`src/rtl/occmon_pkg.sv`:
```
// Package occmon_pkg
// Shared definitions for the tracker occupancy monitor: the level step
// kinds and the index of each statistics counter.
// Assumes: nothing beyond standard SystemVerilog.
package occmon_pkg;

    // Direction the live entry count moves on a clock.
    typedef enum logic [1:0] {
        STEP_HOLD = 2'd0,
        STEP_UP   = 2'd1,
        STEP_DOWN = 2'd2
    } step_e;

    // Slot of each statistic in the counter bank.
    localparam int STAT_FULL  = 0;
    localparam int STAT_BUSY  = 1;
    localparam int STAT_ALLOC = 2;
    localparam int STAT_OCC   = 3;
    localparam int NUM_STATS  = 4;

endpackage

```
`src/rtl/occ_level_tracker.sv`:
```
// Module occ_level_tracker
// Keeps the live count of valid tracker entries from the allocate and
// release strobes. It refuses a lone allocate at full and a lone release at
// empty, and reports each refusal as a one-cycle pulse on the next clock.
// Assumes: at most one allocate and one release per cycle; reset is
// synchronous and active low.
module occ_level_tracker
    import occmon_pkg::*;
#(
    parameter int DEPTH = 4,
    parameter int LVL_W = $clog2(DEPTH + 1)
) (
    input  logic             clk,
    input  logic             rst_n,
    input  logic             alloc_stb,
    input  logic             dealloc_stb,
    output logic [LVL_W-1:0] level,
    output logic             is_full,
    output logic             is_busy,
    output logic             alloc_ok,
    output logic             err_overflow,
    output logic             err_underflow
);

    localparam logic [LVL_W-1:0] LVL_MAX = LVL_W'(DEPTH);

    step_e step;
    logic  ovf_hit;
    logic  unf_hit;

    // Status of the count held at the start of the cycle.
    assign is_full = (level == LVL_MAX);
    assign is_busy = (level != '0);

    // Decide the step and spot refused strobes.
    always_comb begin
        ovf_hit  = alloc_stb & ~dealloc_stb & is_full;
        unf_hit  = dealloc_stb & ~alloc_stb & ~is_busy;
        alloc_ok = alloc_stb & (dealloc_stb | ~is_full);
        step     = STEP_HOLD;
        if (alloc_stb && !dealloc_stb && !is_full) begin
            step = STEP_UP;
        end else if (dealloc_stb && !alloc_stb && is_busy) begin
            step = STEP_DOWN;
        end
    end

    // Register the live count.
    always_ff @(posedge clk) begin
        if (!rst_n) begin
            level <= '0;
        end else begin
            case (step)
                STEP_UP:   level <= level + LVL_W'(1);
                STEP_DOWN: level <= level - LVL_W'(1);
                default:   level <= level;
            endcase
        end
    end

    // Register the one-cycle refusal pulses.
    always_ff @(posedge clk) begin
        if (!rst_n) begin
            err_overflow  <= 1'b0;
            err_underflow <= 1'b0;
        end else begin
            err_overflow  <= ovf_hit;
            err_underflow <= unf_hit;
        end
    end

endmodule

```
`src/rtl/occ_stat_counter.sv`:
```
// Module occ_stat_counter
// One wrapping statistics accumulator. It adds an increment on each enabled
// clock, and a synchronous clear wins over the add.
// Assumes: the increment is no wider than the counter.
module occ_stat_counter #(
    parameter int CNT_W = 32,
    parameter int INC_W = 3
) (
    input  logic             clk,
    input  logic             rst_n,
    input  logic             clr,
    input  logic             inc_en,
    input  logic [INC_W-1:0] inc_val,
    output logic [CNT_W-1:0] count
);

    // Accumulate, clear, or reset the count.
    always_ff @(posedge clk) begin
        if (!rst_n || clr) begin
            count <= '0;
        end else if (inc_en) begin
            count <= count + CNT_W'(inc_val);
        end
    end

endmodule

```
`src/rtl/occ_monitor.sv`:
```
// Module occ_monitor
// Tracker queue occupancy monitor. It observes allocate and release strobes,
// keeps a live entry count, and drives four statistics: full cycles, busy
// cycles, accepted allocations, and the per-cycle occupancy integral.
// Assumes: the strobes are synchronous to clk; software performs any
// division of the occupancy integral by the allocation count.
module occ_monitor
    import occmon_pkg::*;
#(
    parameter int DEPTH = 4,
    parameter int CNT_W = 32,
    localparam int LVL_W = $clog2(DEPTH + 1)
) (
    input  logic             clk,
    input  logic             rst_n,
    input  logic             stat_clr,
    input  logic             alloc_stb,
    input  logic             dealloc_stb,
    output logic [LVL_W-1:0] level,
    output logic [CNT_W-1:0] full_cycles,
    output logic [CNT_W-1:0] busy_cycles,
    output logic [CNT_W-1:0] alloc_count,
    output logic [CNT_W-1:0] occ_sum,
    output logic             err_overflow,
    output logic             err_underflow
);

    logic             is_full;
    logic             is_busy;
    logic             alloc_ok;
    logic [NUM_STATS-1:0] stat_en;
    logic [LVL_W-1:0] stat_inc [NUM_STATS];
    logic [CNT_W-1:0] stat_val [NUM_STATS];

    occ_level_tracker #(
        .DEPTH (DEPTH),
        .LVL_W (LVL_W)
    ) u_level (
        .clk           (clk),
        .rst_n         (rst_n),
        .alloc_stb     (alloc_stb),
        .dealloc_stb   (dealloc_stb),
        .level         (level),
        .is_full       (is_full),
        .is_busy       (is_busy),
        .alloc_ok      (alloc_ok),
        .err_overflow  (err_overflow),
        .err_underflow (err_underflow)
    );

    // Route each statistic its enable and increment amount.
    always_comb begin
        stat_en[STAT_FULL]   = is_full;
        stat_inc[STAT_FULL]  = LVL_W'(1);
        stat_en[STAT_BUSY]   = is_busy;
        stat_inc[STAT_BUSY]  = LVL_W'(1);
        stat_en[STAT_ALLOC]  = alloc_ok;
        stat_inc[STAT_ALLOC] = LVL_W'(1);
        stat_en[STAT_OCC]    = 1'b1;
        stat_inc[STAT_OCC]   = level;
    end

    for (genvar i = 0; i < NUM_STATS; i++) begin : g_stat
        occ_stat_counter #(
            .CNT_W (CNT_W),
            .INC_W (LVL_W)
        ) u_cnt (
            .clk     (clk),
            .rst_n   (rst_n),
            .clr     (stat_clr),
            .inc_en  (stat_en[i]),
            .inc_val (stat_inc[i]),
            .count   (stat_val[i])
        );
    end

    assign full_cycles = stat_val[STAT_FULL];
    assign busy_cycles = stat_val[STAT_BUSY];
    assign alloc_count = stat_val[STAT_ALLOC];
    assign occ_sum     = stat_val[STAT_OCC];

endmodule

```
`config.mk`:
```
export PLATFORM = sky130hd
export DESIGN_NAME = occ_monitor
export DESIGN_NICKNAME = d
export VERILOG_FILES = /design/src/rtl/occmon_pkg.sv /design/src/rtl/occ_level_tracker.sv /design/src/rtl/occ_stat_counter.sv /design/src/rtl/occ_monitor.sv
export SDC_FILE = /design/constraint.sdc
export NUM_CORES = 1
export LEC_CHECK = 0
export BUFFER_PORTS_ARGS = -buffer_cell sky130_fd_sc_hd__buf_2
export CORE_ASPECT_RATIO = 0.7
export CORE_UTILIZATION = 45
export DETAILED_ROUTE_END_ITERATION = 10
export PLACE_DENSITY = 0.68
export SYNTH_ARGS = -nofsm -noshare
export SYNTH_HDL_FRONTEND = slang
export SYNTH_SLANG_ARGS = --single-unit
```
`constraint.sdc`:
```
create_clock -name clk -period 5.35 [get_ports clk]
set_input_delay 0.535 -clock clk [delete_from_list [all_inputs] [get_ports clk]]
set_output_delay 0.535 -clock clk [all_outputs]
set_load 0.01 [all_outputs]
```
* After elaboration in Yosys (flattened, before gate mapping) *
Cells that the tools add are included.

cells by class
  equality and inequality tests = 3
  add/sub/neg operators = 6
  bitwise logic cells = 10
  mux-type cells = 3
  reduce and logical (&&, ||, !) cells = 11

operators with widths
  kind                     count
  $add A32 B1 Y32 const B  3
  $add A32 B3 Y32          1
  $pmux W3 S2              1
  $and A1 B1 Y1            5
  $logic_and A1 B1 Y1      4
  $logic_not A1 Y1         4
  $mux W2                  2
  $not A1 Y1               4
  $add A3 B1 Y3 const B    1
  $eq A3 B3 Y1 const B     1
  $reduce_bool A3 Y1       1
  $sub A3 B1 Y3 const B    1
  $eq A2 B1 Y1 const B     1
  $eq A2 B2 Y1 const B     1
  $reduce_bool A2 Y1       1
  $logic_or A1 B1 Y1       1
  $or A1 B1 Y1             1

storage, ports and cells
  bits of input ports = 5
  register bits = 133
  output and inout bits = 133

* Logic depth before layout (Yosys ltp) *
Gate-level depths: netlist (run 1).

  depth after elaboration = 7
  mapped depth = 9
  gate-level depth less buffers = 7

* By module *
From an unflattened synthesis (run 1), not the netlist that was laid out.

unflattened totals
  cells, all modules = 766
  area total of the unflattened synthesis = 7043.0 µm²

by module, submodules not included
  module                                  cells an instance  seq. area each (µm²)  times used  area each (µm²)
  occ_stat_counter (g_stat[0].u_cnt ...)  172                640.6                 2           1690.4
  occ_stat_counter (g_stat[1].u_cnt)      197                640.6                 1           1726.7
  occ_stat_counter (g_stat[2].u_cnt)      189                640.6                 1           1632.8
  occ_level_tracker                       34                 100.1                 1           295.3
  occ_monitor                             2                  0.0                   1           7.5

* Worst setup path after synthesis (run 1) *
Ideal clock, no wire load.

  path kind = register to register
  from = register u_level.level[0]
  to = register g_stat[3].u_cnt.count[20]
  path buffers = 2
  slack = 3146 ps
  arrival time = 2133 ps
  period minus slack after synthesis = 2204 ps
  cell stages (with the launch flop) = 9
  cells stage by stage = dfxtp_1 -> ha_1 -> fa_1 -> a21oi_1 -> or4_1 -> clkbuf_1 -> buf_2 -> or3_1 -> a21oi_1

on the way
  word-level cells in the longest chain between the ends = 1

RTL lines
  element                 RTL line                 text
  from (decl)             occ_level_tracker.sv:17  output logic [LVL_W-1:0] level,
  from (signal assigned)  occ_level_tracker.sv:54  STEP_UP: level <= level + LVL_W'(1);
  from (signal assigned)  occ_level_tracker.sv:55  STEP_DOWN: level <= level - LVL_W'(1);
  from (signal assigned)  occ_level_tracker.sv:56  default: level <= level;
  $add A32 B3 Y32         occ_stat_counter.sv:22   count <= count + CNT_W'(inc_val);
  to (signal assigned)    occ_stat_counter.sv:22
  to (decl)               occ_stat_counter.sv:14   output logic [CNT_W-1:0] count

No other way between the ends.
A chain may end at the register's enable or synchronous reset.

* Final worst setup path (run 1) *
  from = register u_level.level[0]
  to = register g_stat[3].u_cnt.count[28]

The elaborated chain is that of the path after synthesis.

==> results by group, run 1 <==
Detailed routing
  – 1st-iter DRT viols: 333
  – Average wire per standard cell: 14.9 um
  – Vias: 6250
  – Detailed Routing Iterations Pass 1: 5
  – Final ANT Viol Nets: 0
  – Overall routed net length: 16300 um
  – Post-DR vias/cell: 5.71
  – Residual DRC: 0

Timing
  – Final min period: 2.66 ns
  – RSZ-0062 raised after global routing: no
  – Final Skew: 0.00896 ns
  – Final Hold Fails: 0
  – Fin Setup TNS: 0 ns
  – Worst-case hold slack: 0.374 ns
  – Period utilisation layout: 49.7%
  – Least-Margin Pin Slew: 0.811 ns
  – Fin worst setup slack: 2.69 ns
  – Max-slew violation total from the final report: 0
  – Final setup violation count: 0
  – Rel. slew slack: 46.0%
  – Fmax: 376 MHz

Setup path
  – CP Buf/Inv Count: 0
  – Startpoint types: register
  – Crit-path cells: ha_1, fa_1, a21oi_1, or4_1, or4_1, a21oi_1
  – Critical path's top delay family: simple AND/OR/NAND/NOR gates
  – Critical path required time: 5.70 ns
  – Crit-path slowest cell: or4_1
  – R2R Path Start: u_level.level[0]
  – Worst EP arrival: 3.01 ns
  – Crit path largest cell delay: 0.75 ns
  – Crit. End Element: register
  – Crit. Startpoint: u_level.level[0]
  – Setup CP Type: reg -> reg
  – CP max FO: 17

Cells and area
  – Fin area: 7940 um^2
  – Antenna diodes: 0
  – Final Net Count: 904
  – Fraction of layout cells with a size suffix above 1: 20.9%
  – Filler cell count: 1330
  – Area Growth Syn to Fin: 21.4%

Global routing
  – Met3 Usage GRT: 7.30%
  – Met2 Use GR: 30.9%
  – Vias in the first global route: 5157
  – Largest net degree at the start of global routing: 74
  – GR Util met1: 31.3%
  – Global routing's busiest layer: met1
  – Grt ovf: 0
  – First-pass GRT wire length: 26300 um
  – Initial antenna violation count: 0
  – Total GRT Usage: 21.8%

Synth
  – Number of flops mapped to enable cells by yosys: 0
  – Seq cells post-synth: 133
  – Synthesized net count: 790
  – Cell area after synthesis: 6540 um^2
  – Count of unique library cells instantiated by Yosys: 47
  – Post-Synthesis Cells: 777
  – Syn avg cell area: 8.42 um^2
  – Leading area contributor after synthesis: dfxtp_1
  – Main synth FF type: dfxtp_1
  – Async SR Flop Fraction: 0%
  – Top-count cell post-synth: dfxtp_1
  – Synth warn: 0
  – Synth area leaders: dfxtp_1 41%, a21oi_1 6.1%, or4_1 4.9%, o31ai_1 4.6%, nand2_1 3.7%
  – Top cell type's share of synthesized area: 40.7%
  – Seq/Total Area, Yosys: 40.7%
  – Ranking of synthesized cells by instance count: 133 x dfxtp_1, 80 x a21oi_1, 65 x nand2_1

CTS
  – Root Buffer: clkbuf_16
  – Clk slew on worst S/H paths: 0.06 ns
  – Max clock buf depth: 2
  – Post_cts resized: 0
  – CTS tree: done
  – Post-CTS Setup Bufs: 0
  – CTS sink cnt: 133
  – H-tree depth: 4
  – Clk_lat worst skew: 0.42 ns
  – TritonCTS Buffers: 17
  – CTS Hold Bufs: 0

Floorplanning
  – Die area: 15000 um^2
  – Top Ports: 138
  – Chip width: 146 um
  – Area of the core: 14100 um^2
  – Die Y: 103 um
  – FP Rows: 36
  – Initial Util: 46.5%

Placed design
  – Detail Placement HPWL: 11000 um
  – Final estimated routing congestion in global placement: 0.803
  – DP Area: 7310 um^2
  – Port bufs: 137
  – Pre-CTS setup slack: 2.68 ns

Pwr
  – Worst ir drop on vdd: 0.215 mV
  – Overall Power: 2320 uW
  – Leak Pwr: 0.00281 uW
  – Pwr dens: 293 nW/um^2

Worst hold path
  – HP Class: in -> reg
  – Hold path startpoint: rst_n

Flow run
  – Max cap viols: 0

Status
  – Outcome: complete, no violations
cell type report:
class,instances,area [um^2],share of cell area (%)
well taps,190,238,3.00
clock buffers,20,447,5.63
repair buffers,140,708,8.92
multi-input cells,582,3640,45.8
flip-flops and latches,133,2660,33.6
inverters,17,63.8,0.804
clock inverters,12,179,2.25
routing by layer:
metal | part of all wire (%) | vias to the layer above
li1 | - | 3167
met1 | 51 | 2898
met2 | 41 | 173
met3 | 6.9 | 12
met4 | 0.90 | 0
met5 | 0 | -
report_power, final:
part	total [uW]	switching (uW)	internal (uW)
combinational	72.3	46.8	25.5
sequential	1010	10.9	996
clock	1240	452	792
worst register-to-register path, delay by kind of cell (launching register included):
| kind | cells | cell delay (ns) |
|---|---|---|
| flip-flops | 1 | 0.51 |
| AND/OR/NAND/NOR | 2 | 1.29 |
| adder cells (fa/ha/maj) | 2 | 0.49 |
| AO/OA/AOI/OAI | 2 | 0.30 |
sequential cells by signal, summed over array words and instances (netlist names):
signal / count
g_stat.u_cnt.count: 128
u_level.level: 3
u_level.err_overflow: 1
u_level.err_underflow: 1
logic make-up (layout without fill, tap and decap cells):
family | count (synthesis) | in the layout | synth area share, %
buffers and inverters | 62 | 189 | 3.77
DFF | 133 | 133 | 40.7
AOI/OAI and AO/OA | 167 | 167 | 15.2
muxes | 13 | 13 | 2.01
adders and majority gates | 8 | 8 | 1.76
and+or+nand+nor | 356 | 356 | 31.5
xor gates and xnor gates | 38 | 38 | 5.09
cell usage in the layout (no fill, tap or decap), drive strengths merged, types with 5 or more instances in the layout:
master and count:
o41ai 5, nor3 9, mux2i 12, nor2 43, inv 17, xnor2 24
or4 43, and3 12, dfxtp 133, clkbuf 20, or2 12, and2 6
buf 140, o31ai 40, clkinv 5, ha 6, nand4 37, xor2 14
or4b 5, nand2 65, nor4 23, or3 29, a21oi 80, nand3 41
and4 22, o21ai 29
metrics by stage:
stage,utilization (%),instances
after floorplan,-,777
after global placement,52.0,1062
after detailed placement,52.0,1062
after CTS,56.5,1094
after global routing,56.5,1094
final,56.5,1094
worst paths after layout:
path / cells past startpoint / end / slack [ns]
worst max-delay path: 6 / g_stat[3].u_cnt.count[28] / 2.69
worst max register to register: 6 / g_stat[3].u_cnt.count[28] / 2.69
worst min-delay path: 3 / u_level.err_underflow / 0.37
worst min register to register: 2 / g_stat[2].u_cnt.count[31] / 0.47
(Power assumes the default switching activity.)
==> run 2, diff against run 1 <==
clock period = 2.7 ns   (was 5.35 ns; I/O delays follow)
==> results by group, run 2 (same netlist as run 1, synthesis figures left out) <==
Status
  – Outcome: complete, no violations (unchanged)

Global routing
  – Initial antenna violation count: 1 (was 0)
  – Grt ovf: 0 (unchanged)
  – First-pass GRT wire length: 26700 um (was 26300 um)
  – Vias in the first global route: 5345 (was 5157)
  – Total GRT Usage: 22.1% (was 21.8%)
  – Largest net degree at the start of global routing: 64 (was 74)

CTS
  – CTS tree: done (unchanged)
  – CTS Hold Bufs: 0 (unchanged)
  – Clk slew on worst S/H paths: 0.06 ns (about the same)
  – H-tree depth: 4 (unchanged)
  – Root Buffer: clkbuf_16 (unchanged)
  – Clk_lat worst skew: 0.42 ns (about the same)
  – CTS sink cnt: 133 (unchanged)
  – Post-CTS Setup Bufs: 0 (unchanged)
  – Max clock buf depth: 2 (unchanged)
  – TritonCTS Buffers: 17 (unchanged)
  – Post_cts resized: 0 (unchanged)

Cells and area
  – Area Growth Syn to Fin: 23.5% (was 21.4%)
  – Largest registers: g_stat.u_cnt.count (128), u_level.level (3) (unchanged)
  – Max reg flops: 128 (unchanged)
  – Fraction of layout cells with a size suffix above 1: 22.0% (was 20.9%)
  – Commonest cells after routing, fill and taps aside: 137 x buf_2, 133 x dfxtp_1, 80 x a21oi_1 (unchanged)
  – Largest Register: g_stat.u_cnt.count (unchanged)
  – Most common cell after layout, fill and taps aside: buf_2 (unchanged)
  – Final Net Count: 915 (was 904)

Detailed routing
  – Vias: 6301 (was 6250)
  – Average wire per standard cell: 14.9 um (about the same)
  – Post-DR vias/cell: 5.70 (was 5.71)
  – 1st-iter DRT viols: 348 (was 333)
  – Final ANT Viol Nets: 0 (unchanged)
  – Detailed Routing Iterations Pass 1: 5 (unchanged)
  – Residual DRC: 0 (unchanged)
  – Overall routed net length: 16500 um (was 16300 um)

Floorplanning
  – Initial Util: 46.5% (unchanged)
  – Area of the core: 14100 um^2 (unchanged)
  – Die area: 15000 um^2 (unchanged)
  – Die Y: 103 um (unchanged)
  – Top Ports: 138 (unchanged)
  – FP Rows: 36 (unchanged)
  – Chip width: 146 um (unchanged)

Setup path
  – Crit path largest cell delay: 0.76 ns (was 0.75 ns)
  – CP max FO: 17 (unchanged)
  – Startpoint types: register (unchanged)
  – Crit-path cells: buf_4, fa_1, a21oi_1, or4_1, or4_1, a21oi_1 (was ha_1, fa_1, a21oi_1, or4_1, or4_1, a21oi_1)
  – Critical path required time: 3.06 ns (was 5.70 ns)
  – Crit-path slowest cell: or4_1 (unchanged)
  – Setup CP Type: reg -> reg (unchanged)
  – Worst EP arrival: 2.80 ns (was 3.01 ns)
  – Crit. End Element: register (unchanged)
  – R2R depth: 6 (unchanged)

Pwr
  – Leak Pwr: 0.00290 uW (was 0.00281 uW)
  – Worst ir drop on vdd: 0.451 mV (was 0.215 mV)
  – Pwr dens: 593 nW/um^2 (was 293 nW/um^2)
  – Overall Power: 4790 uW (was 2320 uW)

Timing
  – Final setup violation count: 0 (unchanged)
  – Rel. slew slack: 50.0% (was 46.0%)
  – Fin Setup TNS: 0 ns (unchanged)
  – Final Skew: 0.0109 ns (was 0.00896 ns)
  – Final min period: 2.44 ns (was 2.66 ns)
  – Final Hold Fails: 0 (unchanged)
  – Fmax: 409 MHz (was 376 MHz)
  – Period utilisation layout: 90.6% (was 49.7%)
  – RSZ-0062 raised after global routing: no (unchanged)
  – Least-Margin Pin Slew: 0.741 ns (was 0.811 ns)
  – Max-slew violation total from the final report: 0 (unchanged)

Flow run
  – Max cap viols: 0 (unchanged)

Placed design
  – Detail Placement HPWL: 11400 um (was 11000 um)
  – Final estimated routing congestion in global placement: 0.797 (was 0.803)
  – Port bufs: 137 (unchanged)

Worst hold path
  – HP Class: in -> reg (unchanged)
  – Hold Crit Depth: 3 (unchanged)
run 2: per-stage QoR:
| step | util (%) | setup WS, ns | std cells | area [um^2] | hold slack, ns |
|---|---|---|---|---|---|
| 5_1_grt | 57.5 | 0.0255 | 1105 | 8070 | 0.0934 |
| 3_5_place_dp | 52.6 | 0.283 | 1073 | 7390 | 0.456 |
| 6_report | 57.5 | 0.255 | 1106 | 8080 | 0.114 |
| 3_3_place_gp | 52.6 | 0.334 | 1073 | 7390 | 0.457 |
| 2_1_floorplan | - | 0.496 | 777 | 6540 | 0.384 |
| 4_1_cts | 57.5 | 0.256 | 1105 | 8070 | 0.0996 |
run 2: metal layers:
| metal | track usage (%) | vias up | share of wire (%) |
|---|---|---|---|
| li1 | - | 3192 | - |
| met1 | 31.8 | 2930 | 51 |
| met2 | 31.8 | 170 | 42 |
| met3 | 6.59 | 9 | 6.2 |
| met4 | 6.25 | 0 | 0.86 |
| met5 | 0 | - | 0 |
run 2: area by class of cell:
class	count	area, um^2
antenna	1	2.50
clock buffer	20	457
clock inverter	12	225
fill	1323	5980
inverter	17	63.8
multi-input combinational	582	3640
sequential	133	2660
tap	190	238
timing repair buffer	151	791
run 2: critical path: cells and delay by family, from the launching register on:
kind	cells	cell delay [ns]
AND/OR/NAND/NOR	2	1.32
adder cells (fa/ha/maj)	1	0.21
flip-flops	1	0.44
AO/OA/AOI/OAI	2	0.23
buffers and inverters	1	0.18
run 2: power by group:
part	internal (uW)	switching [uW]
clock network	1780	862
logic	56.5	100
registers	1970	14.5
run 2: worst paths after layout:
| check | startpoint | endpoint | slack [ns] |
|---|---|---|---|
| worst min register to register | g_stat[0].u_cnt.count[31] | g_stat[0].u_cnt.count[31] | 0.46 |
| worst min-delay path | rst_n | u_level.err_underflow | 0.11 |
| worst max register to register | u_level.level[1] | g_stat[3].u_cnt.count[28] | 0.26 |
| worst max-delay path | u_level.level[1] | g_stat[3].u_cnt.count[28] | 0.26 |
